**config.mk**
```make
export PLATFORM = sky130hd
export DESIGN_NAME = simt_mask_stack
export DESIGN_NICKNAME = d
export VERILOG_FILES = /design/src/rtl/simt_pkg.sv /design/src/rtl/simt_lifo.sv /design/src/rtl/simt_mask_calc.sv /design/src/rtl/simt_mask_stack.sv
export SDC_FILE = /design/constraint.sdc
export NUM_CORES = 1
export LEC_CHECK = 0
export ABC_AREA = 1
export BUFFER_PORTS_ARGS = -buffer_cell sky130_fd_sc_hd__buf_4
export CORE_UTILIZATION = 25
export CTS_CLUSTER_DIAMETER = 100
export CTS_CLUSTER_SIZE = 20
export DETAILED_ROUTE_END_ITERATION = 7
export GPL_TIMING_DRIVEN = 1
export PLACE_DENSITY = 0.46
export SLEW_MARGIN = 15
export SYNTH_ARGS = -nofsm -noshare
export SYNTH_HDL_FRONTEND = slang
export SYNTH_HIERARCHICAL = 1
export SYNTH_SLANG_ARGS = --single-unit
```
**constraint.sdc**
```tcl
create_clock -name clk_i -period 3.1 [get_ports clk_i]
set_clock_uncertainty 0.05 [all_clocks]
set_input_delay 0.62 -clock clk_i [delete_from_list [all_inputs] [get_ports clk_i]]
set_output_delay 0.62 -clock clk_i [all_outputs]
set_load 0.01 [all_outputs]
```
**src/rtl/simt_pkg.sv**
```systemverilog
package simt_pkg;
  typedef enum logic [1:0] {
    CMD_NOP  = 2'b00,
    CMD_PUSH = 2'b01,
    CMD_ELSE = 2'b10,
    CMD_POP  = 2'b11
  } cmd_e;
endpackage

```
**src/rtl/simt_lifo.sv**
```systemverilog
module simt_lifo #(
  parameter int W     = 16,
  parameter int DEPTH = 4,
  localparam int CW   = $clog2(DEPTH + 1)
) (
  input  logic          clk_i,
  input  logic          rst_ni,
  input  logic          push_i,
  input  logic          pop_i,
  input  logic [W-1:0]  wdata_i,
  output logic [W-1:0]  top_o,
  output logic          empty_o,
  output logic          full_o,
  output logic [CW-1:0] count_o
);
  logic [W-1:0]  stk_q [DEPTH];
  logic [CW-1:0] count_q;

  always_ff @(posedge clk_i or negedge rst_ni) begin
    if (!rst_ni)                count_q <= '0;
    else if (push_i && !full_o) count_q <= count_q + 1'b1;
    else if (pop_i && !empty_o) count_q <= count_q - 1'b1;
  end

  for (genvar g = 0; g < DEPTH; g++) begin : g_ent
    always_ff @(posedge clk_i or negedge rst_ni) begin
      if (!rst_ni) stk_q[g] <= '0;
      else if (push_i && count_q == CW'(g)) stk_q[g] <= wdata_i;
    end
  end

  always_comb begin
    top_o = '0;
    for (int i = 0; i < DEPTH; i++)
      if (count_q == CW'(i + 1)) top_o = stk_q[i];
  end

  assign empty_o = (count_q == '0);
  assign full_o  = (count_q == CW'(DEPTH));
  assign count_o = count_q;

  assert_depth_bound_R6: assert property (@(posedge clk_i) disable iff (!rst_ni)
    count_q <= CW'(DEPTH));
  assert_pop_decrements_R4: assert property (@(posedge clk_i) disable iff (!rst_ni)
    (pop_i && !empty_o && !push_i) |=> count_q == $past(count_q) - 1'b1);
endmodule

```
**src/rtl/simt_mask_calc.sv**
```systemverilog
module simt_mask_calc
  import simt_pkg::*;
#(
  parameter int N = 8
) (
  input  cmd_e         cmd_i,
  input  logic [N-1:0] cur_i,
  input  logic [N-1:0] cond_i,
  input  logic [N-1:0] saved_i,
  input  logic [N-1:0] saved_cond_i,
  input  logic         full_i,
  input  logic         empty_i,
  output logic [N-1:0] nxt_o,
  output logic         push_o,
  output logic         pop_o,
  output logic         bad_o
);
  always_comb begin
    nxt_o  = cur_i;
    push_o = 1'b0;
    pop_o  = 1'b0;
    bad_o  = 1'b0;
    unique case (cmd_i)
      CMD_PUSH: begin
        if (full_i) bad_o = 1'b1;
        else begin
          push_o = 1'b1;
          nxt_o  = cur_i & cond_i;
        end
      end
      CMD_ELSE: begin
        if (empty_i) bad_o = 1'b1;
        else nxt_o = saved_i & ~saved_cond_i;
      end
      CMD_POP: begin
        if (empty_i) bad_o = 1'b1;
        else begin
          pop_o = 1'b1;
          nxt_o = saved_i;
        end
      end
      default: ;
    endcase
  end
endmodule

```
**src/rtl/simt_mask_stack.sv**
```systemverilog
module simt_mask_stack
  import simt_pkg::*;
#(
  parameter int NUM_LANES   = 8,
  parameter int STACK_DEPTH = 4,
  localparam int EW = 2 * NUM_LANES,
  localparam int CW = $clog2(STACK_DEPTH + 1)
) (
  input  logic                 clk_i,
  input  logic                 rst_ni,
  input  logic [1:0]           cmd_i,
  input  logic [NUM_LANES-1:0] cond_i,
  output logic [NUM_LANES-1:0] active_mask_o,
  output logic                 skip_o,
  output logic                 err_o
);
  cmd_e                 cmd;
  logic [NUM_LANES-1:0] mask_q, mask_d, saved, saved_cond;
  logic [EW-1:0]        top;
  logic                 push, pop, bad, full, empty, err_q;
  logic [CW-1:0]        count;

  assign cmd = cmd_e'(cmd_i);
  assign {saved, saved_cond} = top;

  simt_mask_calc #(.N(NUM_LANES)) u_calc (
    .cmd_i(cmd), .cur_i(mask_q), .cond_i(cond_i),
    .saved_i(saved), .saved_cond_i(saved_cond),
    .full_i(full), .empty_i(empty),
    .nxt_o(mask_d), .push_o(push), .pop_o(pop), .bad_o(bad)
  );

  // entry = {mask before branch, branch condition}
  simt_lifo #(.W(EW), .DEPTH(STACK_DEPTH)) u_lifo (
    .clk_i, .rst_ni, .push_i(push), .pop_i(pop),
    .wdata_i({mask_q, cond_i}), .top_o(top),
    .empty_o(empty), .full_o(full), .count_o(count)
  );

  always_ff @(posedge clk_i or negedge rst_ni) begin
    if (!rst_ni) begin
      mask_q <= '1;
      err_q  <= 1'b0;
    end else begin
      mask_q <= mask_d;
      if (bad) err_q <= 1'b1;
    end
  end

  assign active_mask_o = mask_q;
  assign skip_o        = ~|mask_q;
  assign err_o         = err_q;

  assert_push_subset_R2: assert property (@(posedge clk_i) disable iff (!rst_ni)
    (cmd == CMD_PUSH && !full) |=> (mask_q & ~$past(mask_q)) == '0);
  assert_pop_restore_R4: assert property (@(posedge clk_i) disable iff (!rst_ni)
    (cmd == CMD_POP && !empty) |=> mask_q == $past(saved));
  assert_skip_in_branch_R5: assert property (@(posedge clk_i) disable iff (!rst_ni)
    skip_o |-> count != '0);
  assert_no_overflow_R7: assert property (@(posedge clk_i) disable iff (!rst_ni)
    (cmd == CMD_PUSH && full) |=> $stable(mask_q) && err_q);
  assert_no_underflow_R8: assert property (@(posedge clk_i) disable iff (!rst_ni)
    ((cmd == CMD_POP || cmd == CMD_ELSE) && empty) |=> $stable(mask_q) && err_q);
  assert_err_sticky_R9: assert property (@(posedge clk_i) disable iff (!rst_ni)
    err_q |=> err_q);
  assert_nop_hold_R10: assert property (@(posedge clk_i) disable iff (!rst_ni)
    cmd == CMD_NOP |=> $stable(mask_q));
endmodule

```
# After elaboration in Yosys (flattened, before gate mapping)
# Index checks and enable logic that the tools add are counted.
[totals]
regBits = 76
in_bits = 12
output_inout_bits = 10
wordCells = 54
[op_classes]
n_addsub = 2
eq_ne = 10
muxes = 17
n_bitwise = 3
n_reduce_logical = 15
[op_table]
columns = ["operator", "count"]
rows = [
  ["16-bit two-way mux", 4],
  ["8-bit two-way mux", 3],
  ["8-bit case mux with 3 select lines", 1],
  ["8-bit bitwise AND", 2],
  ["8-bit inverter", 1],
  ["8-bit OR reduction", 1],
  ["3-bit by 2-bit == test with 1-bit output, second input constant", 2],
  ["1-bit logical AND", 6],
  ["1-bit two-way mux", 6],
  ["3-bit two-way mux", 2],
  ["2-bit inequality test, second input constant", 3],
  ["2-bit == test, second input constant", 2],
  ["4-bit AND reduction", 1],
  ["3-bit by 1-bit adder with 3-bit output, second input constant", 1],
  ["3-bit by 1-bit == test with 1-bit output, second input constant", 1],
  ["3-bit == test, second input constant", 1],
  ["1-bit logical NOT", 3],
  ["3-bit logical NOT", 1],
  ["3-bit nonzero test", 1],
  ["3-bit by 1-bit subtractor with 3-bit output, second input constant", 1],
  ["2-bit by 1-bit == test with 1-bit output, second input constant", 1],
  ["1-bit case mux with 2 select lines", 1],
  ["2-bit nonzero test", 1],
  ["2-bit OR reduction", 1],
]

# Longest topological paths before layout
# Gate-level depths: netlist (run 1).
[logic_depth]
word_depth = 9
mapped_depth = 13
ltp_nobuf = 11

# Hierarchy
# The synthesis (run 1) kept the hierarchy.
[modules_own_cells]
columns = ["module", "instances", "cells_each", "area_per_inst_um2", "seq_area_each_um2"]
rows = [
  ["simt_lifo", 1, 436, 3276.9, 1676.6],
  ["simt_mask_calc", 1, 76, 340.3, 0.0],
  ["simt_mask_stack", 1, 17, 267.8, 235.2],
]

# Worst setup path before layout (run 1)
# No wires, ideal clock.
[synth_timing]
kind = "register to register"
start = "reg u_lifo.count_q[0] (netlist: u_lifo/count_o[0])"
end = "reg u_lifo/stk_q[1] (netlist bit)"
setup_time_ps = 132
arrival_ps = 2297
required_ps = 2918
setup_slack_ps = 622
stages_incl_launch_ff = 12
n_path_buf = 3
period_less_slack_ps = 2478
cell_sequence = "dfrtp_1 -> inv_1 -> ha_1 -> nand2_1 -> inv_1 -> buf_2 -> buf_2 -> nor3_1 -> nand2_1 -> clkbuf_1 -> nand2_1 -> o21ai_0"
[synth_between]
elab_chain_len = 4
word_cells_on_any_way = 5
classes_between = "2 x eq/ne; 2 x mux; 1 x reduce/logical"
[synth_lines]
columns = ["item", "line", "rtl"]
rows = [
  ["start, declared", "simt_lifo.sv:17", "logic [CW-1:0] count_q;"],
  ["start signal, assigned", "simt_lifo.sv:21", "else if (push_i && !full_o) count_q <= count_q + 1'b1;"],
  ["start signal, assigned", "simt_lifo.sv:22", "else if (pop_i && !empty_o) count_q <= count_q - 1'b1;"],
  ["3-bit == test", "simt_lifo.sv:39", "assign full_o = (count_q == CW'(DEPTH));"],
  ["named net full", "simt_mask_stack.sv:20", "logic push, pop, bad, full, empty, err_q;"],
  ["1-bit two-way mux", "simt_mask_calc.sv:25", "if (full_i) bad_o = 1'b1;"],
  ["1-bit two-way mux", "simt_mask_calc.sv:23", "unique case (cmd_i)"],
  ["named net push", "simt_mask_stack.sv:20", ""],
  ["1-bit logical AND", "simt_lifo.sv:28", "else if (push_i && count_q == CW'(g)) stk_q[g] <= wdata_i;"],
  ["end signal, assigned by index", "simt_lifo.sv:28", ""],
  ["end, declared", "simt_lifo.sv:16", "logic [W-1:0] stk_q [DEPTH];"],
]
# The timed path passes the listed nets, and every way through them passes these cells.
# A chain may end at the register's enable or synchronous reset.

# Worst setup path after layout (run 1)
[layout_timing]
start = "reg u_lifo.count_q[0] (netlist: u_lifo/count_o[0])"
end = "reg u_lifo/stk_q[31] (netlist bit)"
# Same word-level chain as after synthesis.

==> out/metrics.yaml, run 1 <==
path_buf_inv: 3
cpMaxStageDelayCell: "nand3_2"
synthToLayoutAreaGrowth_pct: 15.94
r2r-end: "u_lifo/stk_q[31]"
relSlewSlack_pct: 34.30
synthArstFlopShare_pct: 100.0
clock-sinks: 76
synth_ff_type: "dfrtp_1"
placed_cell_area_mm2: 0.004207
synth_fp_nets: 547
power_density_mw_per_mm2: 1024
yosysWarningCount: 6
drv_cap: 0
critPathMaxFanout: 32
avgRoutedWirePerCell_um: 14.18
synth_edf_count: 0
setup_tns_ns: 0
die_width_um: 126.7
cts_setup_buffers: 0
grt_max_degree: 77
core_mm2: 0.01520
numCtsBuffers: 9
portBuffers: 21
dpl.hpwl_um: 6515
rrSetupSlack_ns: 0.79
path_class: "reg2reg"
synth.lib_cells_used.distinct: 23
critPathRequiredTime_ns: 3.28
path_clk_slew_ns: 0.06
clockRootBuffer: "clkbuf_16"
htreeDepth: 3
layout_commonest_cell: "nand2_1"
cpLargestDelayFamily: "simple AND/OR/NAND/NOR gates"
ys_top_cells_by_area: "dfrtp_1, nand2_1, o21ai_0"
fmax_mhz: 433.3
drt-total-wl_um: 10430
dieArea_mm2: 0.01604
min_path_type: "in2async"
most-common-layout-cells: "nand2_1, dfrtp_1, o21ai_0, nor2_1, inv_1"
worstMarginPinSlew_ns: 0.9854
fin_crit_sh_pct: 74.44
rr_worst_depth: 8
setup.worst_path.start_class: "flop"
fp.dieH_um: 126.7
ant_nets: 0
drive_gt1_share_pct: 10.05
fillers: 1661
clk_path_buf_depth: 2
min_period_ns: 2.308
final_core_util_pct: 29.63
routed_via_density: 4.429
cp-end-kind: "flop"
num_rows: 45
ioPinCount: 22
ctsHoldBuffers: 0
final_nets: 560
ys_seq_elements: 76
grtUsageTotal_pct: 14.33
vdd_drop_max_mv: 0.2781
crit_top_cell: "inv_1"
diodes: 0
status: "complete, no violations"
synth.cell_area_mm2: 0.003885
grt_pass1_vias: 3251
yosysTopAreaCell: "dfrtp_1"
grt_pass1_wl_um: 17430
drtIter0Drc: 280
start_util_pct: 25.56
cts_resized: 0
drtPass1Iterations: 5
p_total_w: 0.004614
arrival_ns: 2.49
final-max-slew-violation-count: 0
fin_hold_ws_ns: 0.4037
finalSetupViolCount: 0
cp_cell_sequence: "inv_1 > ha_1 > nand2_1 > inv_1 > nor3_1 > buf_4 > nand3_2 > o21ai_0"
rsz0062_at_grt: "no"
yosysSeqAreaShare_pct: 49.21
antenna_found_initial: 0
routabilityCongestion: 0.7799
fin_area_mm2: 0.004504
critPathMaxStageDelay_ns: 0.47
clk_latency_ns: 0.33
globalRoute.totalOverflow: 0
synth_top_area_share_pct: 43.80
syn_avg_cell_area_um2: 7.344
hold_viol_final: 0
cts_tree: "built"
drcViolationCount: 0
reg2reg_from: "u_lifo/count_o[0]"
synthCells: 529
num_vias: 3255
leakage_nw: 2.236
state kept, by name, summed over array words and instances (netlist names):
name            count
u_lifo/count_o      3
err_o               1
active_mask_o       8
u_lifo/stk_q       64
routing by layer:
| layer | share of wire [%] | GRT usage [%] | vias up | routed length, um |
|---|---|---|---|---|
| met3 | 2.4 | 2.531 | 9 | 252 |
| met4 | 1.4 | 5.462 | 0 | 141 |
| li1 | - | - | 1674 | - |
| met2 | 49 | 24.96 | 42 | 5094 |
| met1 | 47 | 17.67 | 1530 | 4938 |
| met5 | 0 | 0 | - | 0 |
synth_stat cells (2+ instances only):
cell type  count
a21oi_1        8
buf_1          2
buf_2         15
clkbuf_1       8
dfrtp_1       68
dfstp_2        8
ha_1           6
inv_1         52
nand2_1      180
nand3_1       44
nor2_1        62
o21ai_0       65
cell families (layout without fill, tap and decap cells):
| group | Yosys count | count (layout) | synth area share (%) |
|---|---|---|---|
| AO/OA/AOI/OAI | 73 | 73 | 9.404 |
| XOR/XNOR | 1 | 1 | 0.2255 |
| adder cells (fa/ha/maj) | 6 | 6 | 1.932 |
| buffers and inverters | 80 | 98 | 8.502 |
| flip-flops | 76 | 76 | 49.21 |
| AND/OR/NAND/NOR | 293 | 293 | 30.72 |
worst max path at each step:
stage | from | to | depth (start not counted) | slack (ns)
floorplan | u_lifo/count_o[0] | u_lifo/stk_q[1] | 11 | 0.62
global placement | u_lifo/count_o[0] | u_lifo/stk_q[24] | 8 | 0.92
detailed placement | u_lifo/count_o[0] | u_lifo/stk_q[31] | 8 | 0.81
CTS | u_lifo/count_o[0] | u_lifo/stk_q[31] | 8 | 0.79
global route | u_lifo/count_o[0] | u_lifo/stk_q[29] | 8 | 0.57
finish | u_lifo/count_o[0] | u_lifo/stk_q[31] | 8 | 0.79
metrics by stage:
step / worst slack [ns] / std cells
after floorplan: 0.6216 / 529
after detailed placement: 0.8090 / 719
after global routing: 0.5725 / 735
after CTS: 0.7893 / 735
final: 0.7922 / 735
after global placement: 0.9186 / 719
report_power, final:
| group | switching (W) | internal, W |
|---|---|---|
| clock network | 0.000393 | 0.000669 |
| logic | 0.00114 | 0.000635 |
| registers | 0.000290 | 0.00149 |
cell type report:
| type | count | area, um^2 | area share [%] |
|---|---|---|---|
| clock buffers | 15 | 267.8 | 5.944 |
| clock inverters | 1 | 30.03 | 0.6667 |
| inverters | 53 | 198.9 | 4.417 |
| multi-input cells | 373 | 1643 | 36.47 |
| flip-flops and latches | 76 | 1912 | 42.44 |
| well taps | 188 | 235.2 | 5.222 |
| repair buffers | 29 | 217.7 | 4.833 |
No activity file was read; power rests on OpenSTA's default activity.
==> run 2: changes to the inputs <==
- clock period: 3.1 -> 2.35 ns (I/O delays scaled with it)
==> out/metrics.yaml, run 2 (same netlist as run 1, synthesis figures left out) <==
fin_crit_sh_pct: 87.63
grt_max_degree: 42
relSlewSlack_pct: 67.44
avgRoutedWirePerCell_um: 13.80
rr_worst_depth: 9
synthToLayoutAreaGrowth_pct: 18.58
grt_pass1_vias: 3332
clockRootBuffer: "clkbuf_16"
cts_setup_buffers: 0
clk_path_buf_depth: 2
grt_pass1_wl_um: 17480
top_register: "u_lifo/stk_q"
routabilityCongestion: 0.7420
finalSetupViolCount: 0
setup_tns_ns: 0
critPathRequiredTime_ns: 2.51
num_rows: 45
cp_cell_sequence: "inv_1 > ha_1 > nand2_1 > inv_1 > nor3_2 > nand3_2 > buf_12 > nand2_1 > o21ai_0"
fp.dieH_um: 126.7
antenna_found_initial: 0
globalRoute.totalOverflow: 0
core_mm2: 0.01520
dieArea_mm2: 0.01604
drv_cap: 0
cp-end-kind: "flop"
layout_commonest_cell: "nand2_1"
critPathMaxStageDelay_ns: 0.41
grtUsageTotal_pct: 14.08
drtIter0Drc: 295
final_nets: 568
num_vias: 3288
leakage_nw: 2.295
min_period_ns: 2.059
clock-sinks: 76
rsz0062_at_grt: "no"
drt-total-wl_um: 10240
ioPinCount: 22
path_class: "reg2reg"
drive_gt1_share_pct: 11.91
status: "complete, no violations"
arrival_ns: 2.22
cts_tree: "built"
hold_viol_final: 0
placed_cell_area_mm2: 0.004309
min_path_type: "in2async"
final_core_util_pct: 30.30
final-max-slew-violation-count: 0
fillers: 1624
worstMarginPinSlew_ns: 0.4884
drtPass1Iterations: 5
routed_via_density: 4.431
path_clk_slew_ns: 0.06
most-common-layout-cells: "nand2_1, dfrtp_1, o21ai_0, nor2_1, inv_1"
diodes: 0
drcViolationCount: 0
start_util_pct: 25.56
dpl.hpwl_um: 6869
critPathMaxFanout: 22
die_width_um: 126.7
ant_nets: 0
largest_register_ffs: 64
fin_area_mm2: 0.004607
htreeDepth: 3
numCtsBuffers: 9
portBuffers: 21
clk_latency_ns: 0.34
cpMaxStageDelayCell: "dfrtp_1"
setup.worst_path.start_class: "flop"
fmax_mhz: 485.6
vdd_drop_max_mv: 0.4383
power_density_mw_per_mm2: 1327
-- run 2: cell types whose count changed in the layout (fill, tap and decap cells not counted), sizes merged --
cell,previous run,this run
buf,29,37
clkinv,0,1
clkbuf,15,11
clkinvlp,0,2
-- run 2: metal layers --
metal / vias up / share of wire, % / wire length (um) / GRT usage (%)
met5: - / 0 / 0 / 0
met4: 0 / 1.2 / 119 / 4.342
met3: 12 / 3.0 / 309 / 3.037
met2: 49 / 48 / 4900 / 23.56
met1: 1544 / 48 / 4913 / 18.17
li1: 1683 / - / - / -
-- run 2: critical path, delay by kind of cell, from the launching register on --
family,cells,cell delay [ns]
buffers and inverters,3,0.45
and+or+nand+nor,4,0.72
AOI/OAI and AO/OA,1,0.07
DFF,1,0.41
adders and majority gates,1,0.23
-- run 2: layout make-up --
type / instances / area, um^2 / share of cell area (%)
clock buffer: 11 / 242.7 / 5.269
clock inverter: 4 / 50.05 / 1.086
inverter: 53 / 198.9 / 4.318
multi-input combinational: 373 / 1653 / 35.88
sequential: 76 / 1912 / 41.50
tap: 188 / 235.2 / 5.106
timing repair buffer: 37 / 315.3 / 6.844
-- run 2: final timing paths --
path                                        start               end  slack [ns]
worst min register to register              err_o             err_o        0.41
min in group clk_i                      cond_i[7]  active_mask_o[7]        0.38
worst max register to register  u_lifo/count_o[0]  u_lifo/stk_q[19]        0.29
max in group asynchronous                  rst_ni  active_mask_o[4]        1.60
worst min-delay path                       rst_ni  u_lifo/stk_q[62]        0.05
worst max-delay path            u_lifo/count_o[0]  u_lifo/stk_q[19]        0.29
-- run 2: metrics by stage --
step | hold slack (ns) | cells | total power (W) | worst slack (ns)
floorplan | 0.1244 | 529 | 0.003922 | 0.1039
global placement | 0.4023 | 727 | 0.004719 | 0.3647
detailed placement | 0.4058 | 727 | 0.004777 | 0.1889
CTS | 0.06644 | 742 | 0.006202 | 0.1767
global route | 0.07570 | 742 | 0.006726 | 0.1048
finish | 0.04543 | 742 | 0.006112 | 0.2907
-- run 2: timing repair --
action,in CTS,in global routing
endpoints found under the hold margin,0,0
gates resized for setup,0,1
endpoints found under the setup margin,0,7
hold buffers,0,0
-- run 2: power by group --
part           internal, W  total [W]  switching [W]
combinational     0.000902    0.00238        0.00148
clock             0.000844    0.00138       0.000537
sequential         0.00196    0.00235       0.000389
